==> src/rtl/rxstat_pkg.sv <==
package rxstat_pkg;

  localparam int REG_W     = 8;
  localparam int NUM_FLAGS = 3;

  // Field positions in the read word (software decodes these)
  localparam int BIT_EDGE = 7;
  localparam int BIT_BVAL = 2;
  localparam int BIT_BERR = 1;
  localparam int BIT_BRK  = 0;

  typedef enum int {
    FLG_BRK  = 0,
    FLG_BERR = 1,
    FLG_EDGE = 2
  } flag_id_e;

  function automatic int flag_pos(int idx);
    case (idx)
      FLG_BRK:  return BIT_BRK;
      FLG_BERR: return BIT_BERR;
      default:  return BIT_EDGE;
    endcase
  endfunction

endpackage

==> src/rtl/rxstat_sync_edge.sv <==
module rxstat_sync_edge #(
  parameter int   STAGES   = 2,
  parameter logic IDLE_LVL = 1'b1
) (
  input  logic clk,
  input  logic rst,
  input  logic rx_pin,
  input  logic pol,
  output logic rx_sync,
  output logic edge_act
);

  logic [STAGES-1:0] chain_q;
  logic              prev_q;

  always_ff @(posedge clk) begin
    if (rst) begin
      chain_q <= {STAGES{IDLE_LVL}};
      prev_q  <= IDLE_LVL;
    end else begin
      chain_q[0] <= rx_pin;
      for (int i = 1; i < STAGES; i++) begin
        chain_q[i] <= chain_q[i-1];
      end
      prev_q <= chain_q[STAGES-1];
    end
  end

  assign rx_sync  = chain_q[STAGES-1];
  assign edge_act = pol ? (rx_sync & ~prev_q) : (~rx_sync & prev_q);

  // One synchronized transition gives exactly one active cycle
  AST_EDGE_SINGLE: assert property (@(posedge clk) disable iff (rst)
    edge_act |=> !edge_act);

endmodule

==> src/rtl/rxstat_sticky.sv <==
module rxstat_sticky (
  input  logic clk,
  input  logic rst,
  input  logic set_i,
  input  logic clr_i,
  output logic flag_o
);

  logic flag_q;

  always_ff @(posedge clk) begin
    if (rst) flag_q <= 1'b0;
    else     flag_q <= set_i | (flag_q & ~clr_i);
  end

  assign flag_o = flag_q;

  AST_FLAG_SET_WINS: assert property (@(posedge clk) disable iff (rst)
    set_i |=> flag_o);
  AST_FLAG_CLEARS: assert property (@(posedge clk) disable iff (rst)
    (clr_i && !set_i) |=> !flag_o);
  AST_FLAG_HOLDS: assert property (@(posedge clk) disable iff (rst)
    (!set_i && !clr_i) |=> (flag_o == $past(flag_o)));

endmodule

==> src/rtl/rxstat_berr_chk.sv <==
module rxstat_berr_chk (
  input  logic clk,
  input  logic rst,
  input  logic det_en,
  input  logic sample_stb,
  input  logic tx_bit,
  input  logic rx_sync,
  input  logic flag_q,
  output logic mism_o,
  output logic bval_o
);

  logic bval_q;

  assign mism_o = det_en & sample_stb & (rx_sync ^ tx_bit);

  always_ff @(posedge clk) begin
    if (rst)                  bval_q <= 1'b0;
    else if (mism_o & ~flag_q) bval_q <= rx_sync;
  end

  assign bval_o = bval_q;

  AST_BVAL_CAPTURE: assert property (@(posedge clk) disable iff (rst)
    (mism_o && !flag_q) |=> (bval_o == $past(rx_sync)));
  AST_BVAL_HOLD: assert property (@(posedge clk) disable iff (rst)
    flag_q |=> $stable(bval_o));

endmodule

==> src/rtl/rxline_status.sv <==
module rxline_status
  import rxstat_pkg::*;
#(
  parameter int   SYNC_STAGES = 2,
  parameter logic RX_IDLE     = 1'b1
) (
  input  logic             clk,
  input  logic             rst,
  input  logic             rx_pin,
  input  logic             rx_pol,
  input  logic             tx_bit,
  input  logic             bit_smp,
  input  logic             berr_en,
  input  logic             brk_en,
  input  logic             brk_det,
  input  logic             berr_ie,
  input  logic             brk_ie,
  input  logic             alt_sel,
  input  logic             wr_en,
  input  logic [REG_W-1:0] wr_data,
  output logic [REG_W-1:0] rd_data,
  output logic             irq
);

  logic                 rx_sync;
  logic                 edge_act;
  logic                 mism;
  logic                 bval;
  logic                 wr_hit;
  logic [NUM_FLAGS-1:0] set_vec;
  logic [NUM_FLAGS-1:0] flag_vec;
  logic [REG_W-1:0]     status;
  logic [REG_W-1:0]     rd_q;
  logic                 irq_q;
  logic                 unused_wr_bits;

  assign unused_wr_bits = ^{wr_data[6:3], wr_data[BIT_BVAL]};

  rxstat_sync_edge #(
    .STAGES   (SYNC_STAGES),
    .IDLE_LVL (RX_IDLE)
  ) u_sync (
    .clk      (clk),
    .rst      (rst),
    .rx_pin   (rx_pin),
    .pol      (rx_pol),
    .rx_sync  (rx_sync),
    .edge_act (edge_act)
  );

  rxstat_berr_chk u_berr (
    .clk        (clk),
    .rst        (rst),
    .det_en     (berr_en),
    .sample_stb (bit_smp),
    .tx_bit     (tx_bit),
    .rx_sync    (rx_sync),
    .flag_q     (flag_vec[FLG_BERR]),
    .mism_o     (mism),
    .bval_o     (bval)
  );

  assign wr_hit            = wr_en & alt_sel;
  assign set_vec[FLG_BRK]  = brk_en & brk_det;
  assign set_vec[FLG_BERR] = mism;
  assign set_vec[FLG_EDGE] = edge_act;

  for (genvar g = 0; g < NUM_FLAGS; g++) begin : g_flag
    rxstat_sticky u_flag (
      .clk    (clk),
      .rst    (rst),
      .set_i  (set_vec[g]),
      .clr_i  (wr_hit & wr_data[flag_pos(g)]),
      .flag_o (flag_vec[g])
    );
  end

  always_comb begin
    status           = '0;
    status[BIT_EDGE] = flag_vec[FLG_EDGE];
    status[BIT_BVAL] = bval;
    status[BIT_BERR] = flag_vec[FLG_BERR];
    status[BIT_BRK]  = flag_vec[FLG_BRK];
  end

  always_ff @(posedge clk) begin
    if (rst) begin
      rd_q  <= '0;
      irq_q <= 1'b0;
    end else begin
      rd_q  <= alt_sel ? status : '0;
      irq_q <= (flag_vec[FLG_BERR] & berr_ie) | (flag_vec[FLG_BRK] & brk_ie);
    end
  end

  assign rd_data = rd_q;
  assign irq     = irq_q;

  AST_RD_GATED: assert property (@(posedge clk) disable iff (rst)
    !alt_sel |=> (rd_data == '0));
  AST_WR_BLOCKED: assert property (@(posedge clk) disable iff (rst)
    (!alt_sel && flag_vec[FLG_EDGE]) |=> flag_vec[FLG_EDGE]);
  AST_BRK_GATED: assert property (@(posedge clk) disable iff (rst)
    (!brk_en && !flag_vec[FLG_BRK]) |=> !flag_vec[FLG_BRK]);
  AST_IRQ_RAISE: assert property (@(posedge clk) disable iff (rst)
    ((flag_vec[FLG_BERR] && berr_ie) || (flag_vec[FLG_BRK] && brk_ie)) |=> irq);
  AST_IRQ_QUIET: assert property (@(posedge clk) disable iff (rst)
    (!(flag_vec[FLG_BERR] && berr_ie) && !(flag_vec[FLG_BRK] && brk_ie)) |=> !irq);

endmodule

==> config.mk <==
export PLATFORM = sky130hd
export DESIGN_NAME = rxline_status
export DESIGN_NICKNAME = d
export VERILOG_FILES = /design/src/rtl/rxstat_pkg.sv /design/src/rtl/rxstat_sync_edge.sv /design/src/rtl/rxstat_sticky.sv /design/src/rtl/rxstat_berr_chk.sv /design/src/rtl/rxline_status.sv
export SDC_FILE = /design/constraint.sdc
export NUM_CORES = 1
export LEC_CHECK = 0
export ABC_AREA = 1
export CAP_MARGIN = 30
export CORE_MARGIN = 10
export CORE_UTILIZATION = 33
export DETAILED_ROUTE_END_ITERATION = 8
export PLACE_DENSITY = 0.75
export SLEW_MARGIN = 20
export SYNTH_ARGS = -nofsm -noshare
export SYNTH_HDL_FRONTEND = slang
export SYNTH_SLANG_ARGS = --single-unit
==> constraint.sdc <==
create_clock -name clk -period 1.27 [get_ports clk]
set_clock_uncertainty 0.2 [all_clocks]
set_input_delay 0.254 -clock clk [delete_from_list [all_inputs] [get_ports clk]]
set_output_delay 0.254 -clock clk [all_outputs]
set_load 0.1 [all_outputs]
# Word level (Yosys, flattened, before mapping)
# Cells that the tools add are included.
# Widths: inputs -> output; s select.
word_totals:
  ff_bits: 16
  in_bits: 21
  out_inout_bits: 9
classes:
  muxes: 1
  bitwise: 27
  reduce_logical: 1
ops:
  columns: ["cell", "n"]
  rows:
  - ["$and 1x1->1", 15]
  - ["$not 1->1", 7]
  - ["$or 1x1->1", 4]
  - ["$reduce_or 2->1", 1]
  - ["$mux 1", 1]
  - ["$xor 1x1->1", 1]

# Logic depth before layout (Yosys ltp)
# Gate-level depths: netlist of run 1.
logic_depth:
  word_depth: 5
  ltp_mapped: 5
  mapped_depth_nobuf: 5

# Hierarchy
# Synthesis of run 1 repeated with hierarchy kept, for this count alone.
hier_totals:
  cells_unflattened: 75
  area_unflattened_um2: 528.0
modules_own_cells:
  columns: ["module", "instances", "cells_per_inst", "area_per_inst_um2"]
  rows:
  - ["rxline_status", 1, 32, 220.2]
  - ["rxstat_sticky", 3, 5, 40.0]
  - ["rxstat_sync_edge", 1, 12, 103.8]
  - ["rxstat_berr_chk", 1, 16, 83.8]

# Least setup slack after synthesis of run 1
# Ideal clock, no wire load.
synth_path:
  kind: "reg-to-output"
  startpoint: "register irq_q, in the netlist irq"
  endpoint: "output port irq"
  arrival_time_ns: 0.909
  setup_slack_ns: -0.093
  stages_incl_launch_ff: 1
  path_buffers: 0
  cell_sequence: "dfxtp_1"
synth_lines:
  columns: ["item", "line", "rtl"]
  rows:
  - ["start: declaration", "rxline_status.sv:34", "logic irq_q;"]
  - ["start signal: assignment", "rxline_status.sv:92", "irq_q <= (flag_vec[FLG_BERR] & berr_ie) | (flag_vec[FLG_BRK] & brk_ie);"]
  - ["end: declaration", "rxline_status.sv:22", "output logic irq"]
# No word-level cell between the ends.

# Worst setup path after layout of run 1
layout_path:
  startpoint: "register rd_q[7], in the netlist rd_data[7]"
  endpoint: "output port rd_data[7]"
layout_lines:
  columns: ["item", "line", "rtl"]
  rows:
  - ["start: declaration", "rxline_status.sv:33", "logic [REG_W-1:0] rd_q;"]
  - ["start signal: assignment", "rxline_status.sv:91", "rd_q <= alt_sel ? status : '0;"]
  - ["end: declaration", "rxline_status.sv:21", "output logic [REG_W-1:0] rd_data,"]
# No word-level cell between the ends.

==> results of run 1 <==
per-layer routing:
| layer | vias up | global-route usage |
|---|---|---|
| met5 | - | 0 |
| met4 | 0 | 0.0403 |
| met3 | 0 | 0.0420 |
| met2 | 19 | 0.101 |
| met1 | 193 | 0.0596 |
| li1 | 219 | - |
final cells by class:
| class | instances | area (sq um) |
|---|---|---|
| fill | 132 | 538 |
| inverter | 8 | 30.0 |
| timing repair buffer | 22 | 265 |
| sequential | 12 | 246 |
| clock buffer | 4 | 36.3 |
| multi-input combinational | 37 | 166 |
| tap | 15 | 18.8 |
where the power goes:
group          switching, mW  internal (mW)
combinational          0.114         0.0733
clock                  0.123          0.174
sequential           0.00892          0.392
worst reg2reg max path: stages, from the launching register on:
cell,delay [ps]
dfxtp_1,380
nor2_1,70
nor2_2,100
nand3_1,80
a21oi_1,140
cell families after synthesis:
logic type / synth area share
and+or+nand+nor: 0.272
DFF: 0.527
buffers and inverters: 0.132
AOI/OAI and AO/OA: 0.0604
other: 0.00823
synth_stat cells:
cell / number / area (sq um)
nand2_1: 14 / 52.6
dfxtp_1: 12 / 240
inv_1: 8 / 30.0
nor2_1: 5 / 18.8
a21oi_1: 4 / 20.0
buf_4: 4 / 30.0
nand3_1: 4 / 20.0
or2_2: 2 / 12.5
conb_1: 1 / 3.75
nand3b_1: 1 / 7.51
nand4_1: 1 / 6.26
nor2_2: 1 / 6.26
o211ai_1: 1 / 7.51
path summary, 6_finish.rpt:
path | startpoint | to | slack [ps] | cells past startpoint
max reg2reg | u_sync.chain_q[1]$_SDFF_PP1_ | u_berr.bval_o$_SDFFE_PP0P_ | 240 | 4
max | rd_data[7]$_SDFF_PP0_ | rd_data[7] | 40 | 1
min reg2reg | u_sync.chain_q[0]$_SDFF_PP1_ | u_sync.chain_q[1]$_SDFF_PP1_ | 220 | 1
min | u_sync.chain_q[0]$_SDFF_PP1_ | u_sync.chain_q[1]$_SDFF_PP1_ | 220 | 1
through the flow:
step           instances  total power, mW
6_report              98            0.885
5_1_grt               98            0.927
4_1_cts               98            0.897
3_5_place_dp          94            0.598
3_3_place_gp          94            0.595
2_1_floorplan         61            0.526
registers in the layout, indices dropped and copies added (netlist names):
signal                cells
g_flag.u_flag.flag_o      3
irq                       1
rd_data                   4
u_berr.bval_o             1
u_sync.chain_q            2
u_sync.prev_q             1
==> results.cfg, run 1 <==
[floorplan]
design.core.area_sq_um = 1300
die_area_sq_um = 3270
die_y_microns = 57.2
dieWidth_microns = 57.2
row_count = 13
ioPinCount = 30
start_util = 0.350

[routing]
topRoutingLayerUsed = met3
first_iter_violations = 3
drc = 0
vias = 431
wl_met3_microns = 141
wirelength_microns = 1020
ant_nets = 0
detail_route.first_pass.iterations = 4
wl_per_cell_microns = 10.4
wl_met1_microns = 423
met2_length_microns = 454
vias_per_cell = 4.40

[worst_setup_path]
path_cells = buf_12
path_delay_family = flip-flops
critical_path_arrival_ps = 780
crit_slowest_cell = dfxtp_2
worstPathMaxFanout = 1
worst-setup-path-type = reg2out
slowest_delay_ps = 340
cp-end-kind = output pin
start_kind = flip-flop
cp_data_required_time_ps = 820
path_buf_inv = 1

[flow_run]
maxCapViolCount = 0

[global_routing]
grt_util_all_layers = 0.0636
first_global_vias = 447
grt_pass1_wl_microns = 1720
grt_max_degree = 8
antenna_found_initial = 0
grt_overflow = 0

[yosys]
synth.avg_cell_area_sq_um = 7.85
synth_warnings = 0
ys_ff_latch = 12
synth_area_sq_um = 455
synth_seq_area_share = 0.527
synthCells = 58
synth_cell_type_count = 13

[clocking]
cts_root_buf = clkbuf_4
cts_resized = 0
cts_buffer_depth = 2
postCtsSetupBuffers = 0
cts_hold_buf = 0
cts_sinks = 12
htreeDepth = 1
path_clk_slew_ps = 80
tritoncts = yes
clock_latency_ps = 270
cts_made_buffers = 3

[place]
gp_congestion = 0.692
post-dp-hpwl_microns = 894
numPortBuffers = 20
place_area_sq_um = 727
place_ws_ps = -169

[finish]
stdcell_area_sq_um = 763
final_common_cell = clkdlybuf4s50_1
mostFrequentLayoutCells = clkdlybuf4s50_1, nand2_1, inv_1, dfxtp_1
area_delta_synth_final_pct = 67.6
final_core_util = 0.587
layout-drive-gt1-share = 0.229
diodes = 0
layout.nets = 105

[power]
ir_worst_vdd_uv = 504
p_leak_nw = 0.330
p_per_area_nw_per_um2 = 1160

[timing]
rsz0062_at_grt = true
setup_viol = 0
fin_ws_ps = 38.0
setup_tns_ps = 0
slew_violations = 0
holdWs_ps = 216
post-route-period-util = 0.970
timing.fmax_mhz = 812
layout_min_cycle_time_ps = 1230
hold_viol_final = 0

[min_path]
hold_path_class = reg2reg

[status]
outcome = finished clean
No activity file was read; power rests on OpenSTA's default activity.
==> inputs of run 2 (changes only) <==
--- a/config.mk
+++ b/config.mk
@@ -10,8 +10,9 @@
 export CORE_MARGIN = 10
 export CORE_UTILIZATION = 33
 export DETAILED_ROUTE_END_ITERATION = 8
-export PLACE_DENSITY = 0.75
+export PLACE_DENSITY = 0.78
 export SLEW_MARGIN = 20
 export SYNTH_ARGS = -nofsm -noshare
 export SYNTH_HDL_FRONTEND = slang
 export SYNTH_SLANG_ARGS = --single-unit
+export TNS_END_PERCENT = 1
==> run 2 against run 1 <==
Effect of this change:
- clock power is 22% lower
- count of clock-buffer cells in the layout is 1 lower
- worst setup slack worse by 6.0 ps
- final cell count is 1.0% lower
- sequential power hardly changed
- core utilization is 1.1 points lower
- total power is 7.3% lower
- sequential share of layout area is 0.59 points higher
- combinational power hardly changed
- first-iteration DRC count is 33% lower
- highest routed layer is now met4
==> results.cfg, run 2 (synthesis gave the netlist of run 1 again) <==
[global_routing]
first_global_vias = 391
antenna_found_initial = 0
grt_pass1_wl_microns = 1600
grt_max_degree = 7
grt_overflow = 0
grt_util_all_layers = 0.0631

[worst_setup_path]
crit_slowest_cell = dfxtp_2
slowest_delay_ps = 340
cp-end-kind = output pin
worst-setup-path-type = reg2out
cp_data_required_time_ps = 820
r2r_cells = 4
worstSetupStartpoint = irq$_SDFF_PP0_
crit_cells = 1
critical_path_arrival_ps = 780
worstPathMaxFanout = 1
timing.rr.start = u_sync.chain_q[1]$_SDFF_PP1_
start_kind = flip-flop
path_delay_family = flip-flops
path_buf_inv = 1
path_cells = buf_12

[place]
dp_cells = 94
gp_congestion = 0.701
place_ws_ps = -171
numPortBuffers = 20
post-dp-hpwl_microns = 940
place_area_sq_um = 722

[routing]
vias = 429
first_iter_violations = 2
wirelength_microns = 1070
detail_route.first_pass.iterations = 4
wl_per_cell_microns = 11.0
drc = 0
ant_nets = 0
vias_per_cell = 4.42

[finish]
largest_reg_flops = 4
area_delta_synth_final_pct = 64.6
mostFrequentLayoutCells = clkdlybuf4s50_1, nand2_1, inv_1, dfxtp_1
stdcell_area_sq_um = 749
final_common_cell = clkdlybuf4s50_1
final_core_util = 0.576
layout.nets = 105
layout-drive-gt1-share = 0.220
diodes = 0
stdcell_count = 97

[power]
fin_total_pwr_uw = 820
swShare = 0.299
ir_worst_vdd_uv = 543
power_frac_clock = 0.282
p_int_uw = 575
p_sw_uw = 245
p_per_area_nw_per_um2 = 1090
p_comb_frac = 0.229
p_seq_frac = 0.489
p_leak_nw = 0.323

[floorplan]
design.core.area_sq_um = 1300
ioPinCount = 30
die_area_sq_um = 3270
dieWidth_microns = 57.2
die_y_microns = 57.2
row_count = 13
start_util = 0.350

[clocking]
cts_sinks = 12
htreeDepth = 1
cts_root_buf = clkbuf_4
cts_buffer_depth = 2
clock_latency_ps = 270
cts_made_buffers = 3
path_clk_slew_ps = 70
tritoncts = yes

[min_path]
hold_path_class = reg2reg
min_from = u_sync.chain_q[0]$_SDFF_PP1_
hold_depth = 1

[timing]
layout_min_cycle_time_ps = 1240
slew_violations = 0
setup_viol = 0
timing.fmax_mhz = 808
holdWs_ps = 214
rsz0062_at_grt = false
fin_ws_ps = 32.0
setup_tns_ps = 0
post-route-period-util = 0.975
hold_viol_final = 0

[flow_run]
maxCapViolCount = 0

[status]
outcome = finished clean
run 2: cell count changes in the layout (fill, tap and decap cells not counted), sizes merged:
cell	before	now
clkbuf	4	3
run 2: power by group through the flow:
stage               registers, mW  logic [mW]  clock network [mW]
detailed placement          0.409       0.188                   0
finish                      0.401       0.188               0.232
floorplan                   0.435      0.0906                   0
global route                0.402       0.198               0.243
global placement            0.409       0.186                   0
CTS                         0.401       0.188               0.230
run 2: per-layer routing:
metal	up-vias	track usage	routed length [microns]
li1	218	-	-
met1	187	0.0545	457
met2	21	0.0992	468
met3	3	0.0442	121
met4	0	0.0503	23
met5	-	0	0
run 2: cell type report:
type / count / area [sq um]
multi-input combinational: 37 / 166
fill: 131 / 552
tap: 15 / 18.8
inverter: 8 / 30.0
timing repair buffer: 22 / 265
sequential: 12 / 246
clock buffer: 3 / 22.5
run 2: repair_timing:
item	CTS	global route
gates resized for setup	1	3
hold buffers	0	0
endpoints found under the setup margin	1	3
buffers inserted	0	0
run 2: final timing paths:
path	endpoint	slack [ps]
setup / recovery	irq	30
hold / removal	u_sync.chain_q[1]$_SDFF_PP1_	210
setup reg to reg	u_berr.bval_o$_SDFFE_PP0P_	240
hold reg to reg	u_sync.chain_q[1]$_SDFF_PP1_	210
==> inputs of run 3 (changes only) <==
--- a/config.mk
+++ b/config.mk
@@ -11,6 +11,7 @@
 export CORE_UTILIZATION = 33
 export DETAILED_ROUTE_END_ITERATION = 8
 export PLACE_DENSITY = 0.78
+export SETUP_SLACK_MARGIN = 0.1
 export SLEW_MARGIN = 20
 export SYNTH_ARGS = -nofsm -noshare
 export SYNTH_HDL_FRONTEND = slang
==> results of run 3 <==
Same layout as run 2 (identical final DEF). Status: finished clean.
Main changes from that run: number of gates resized after CTS 1 -> 4
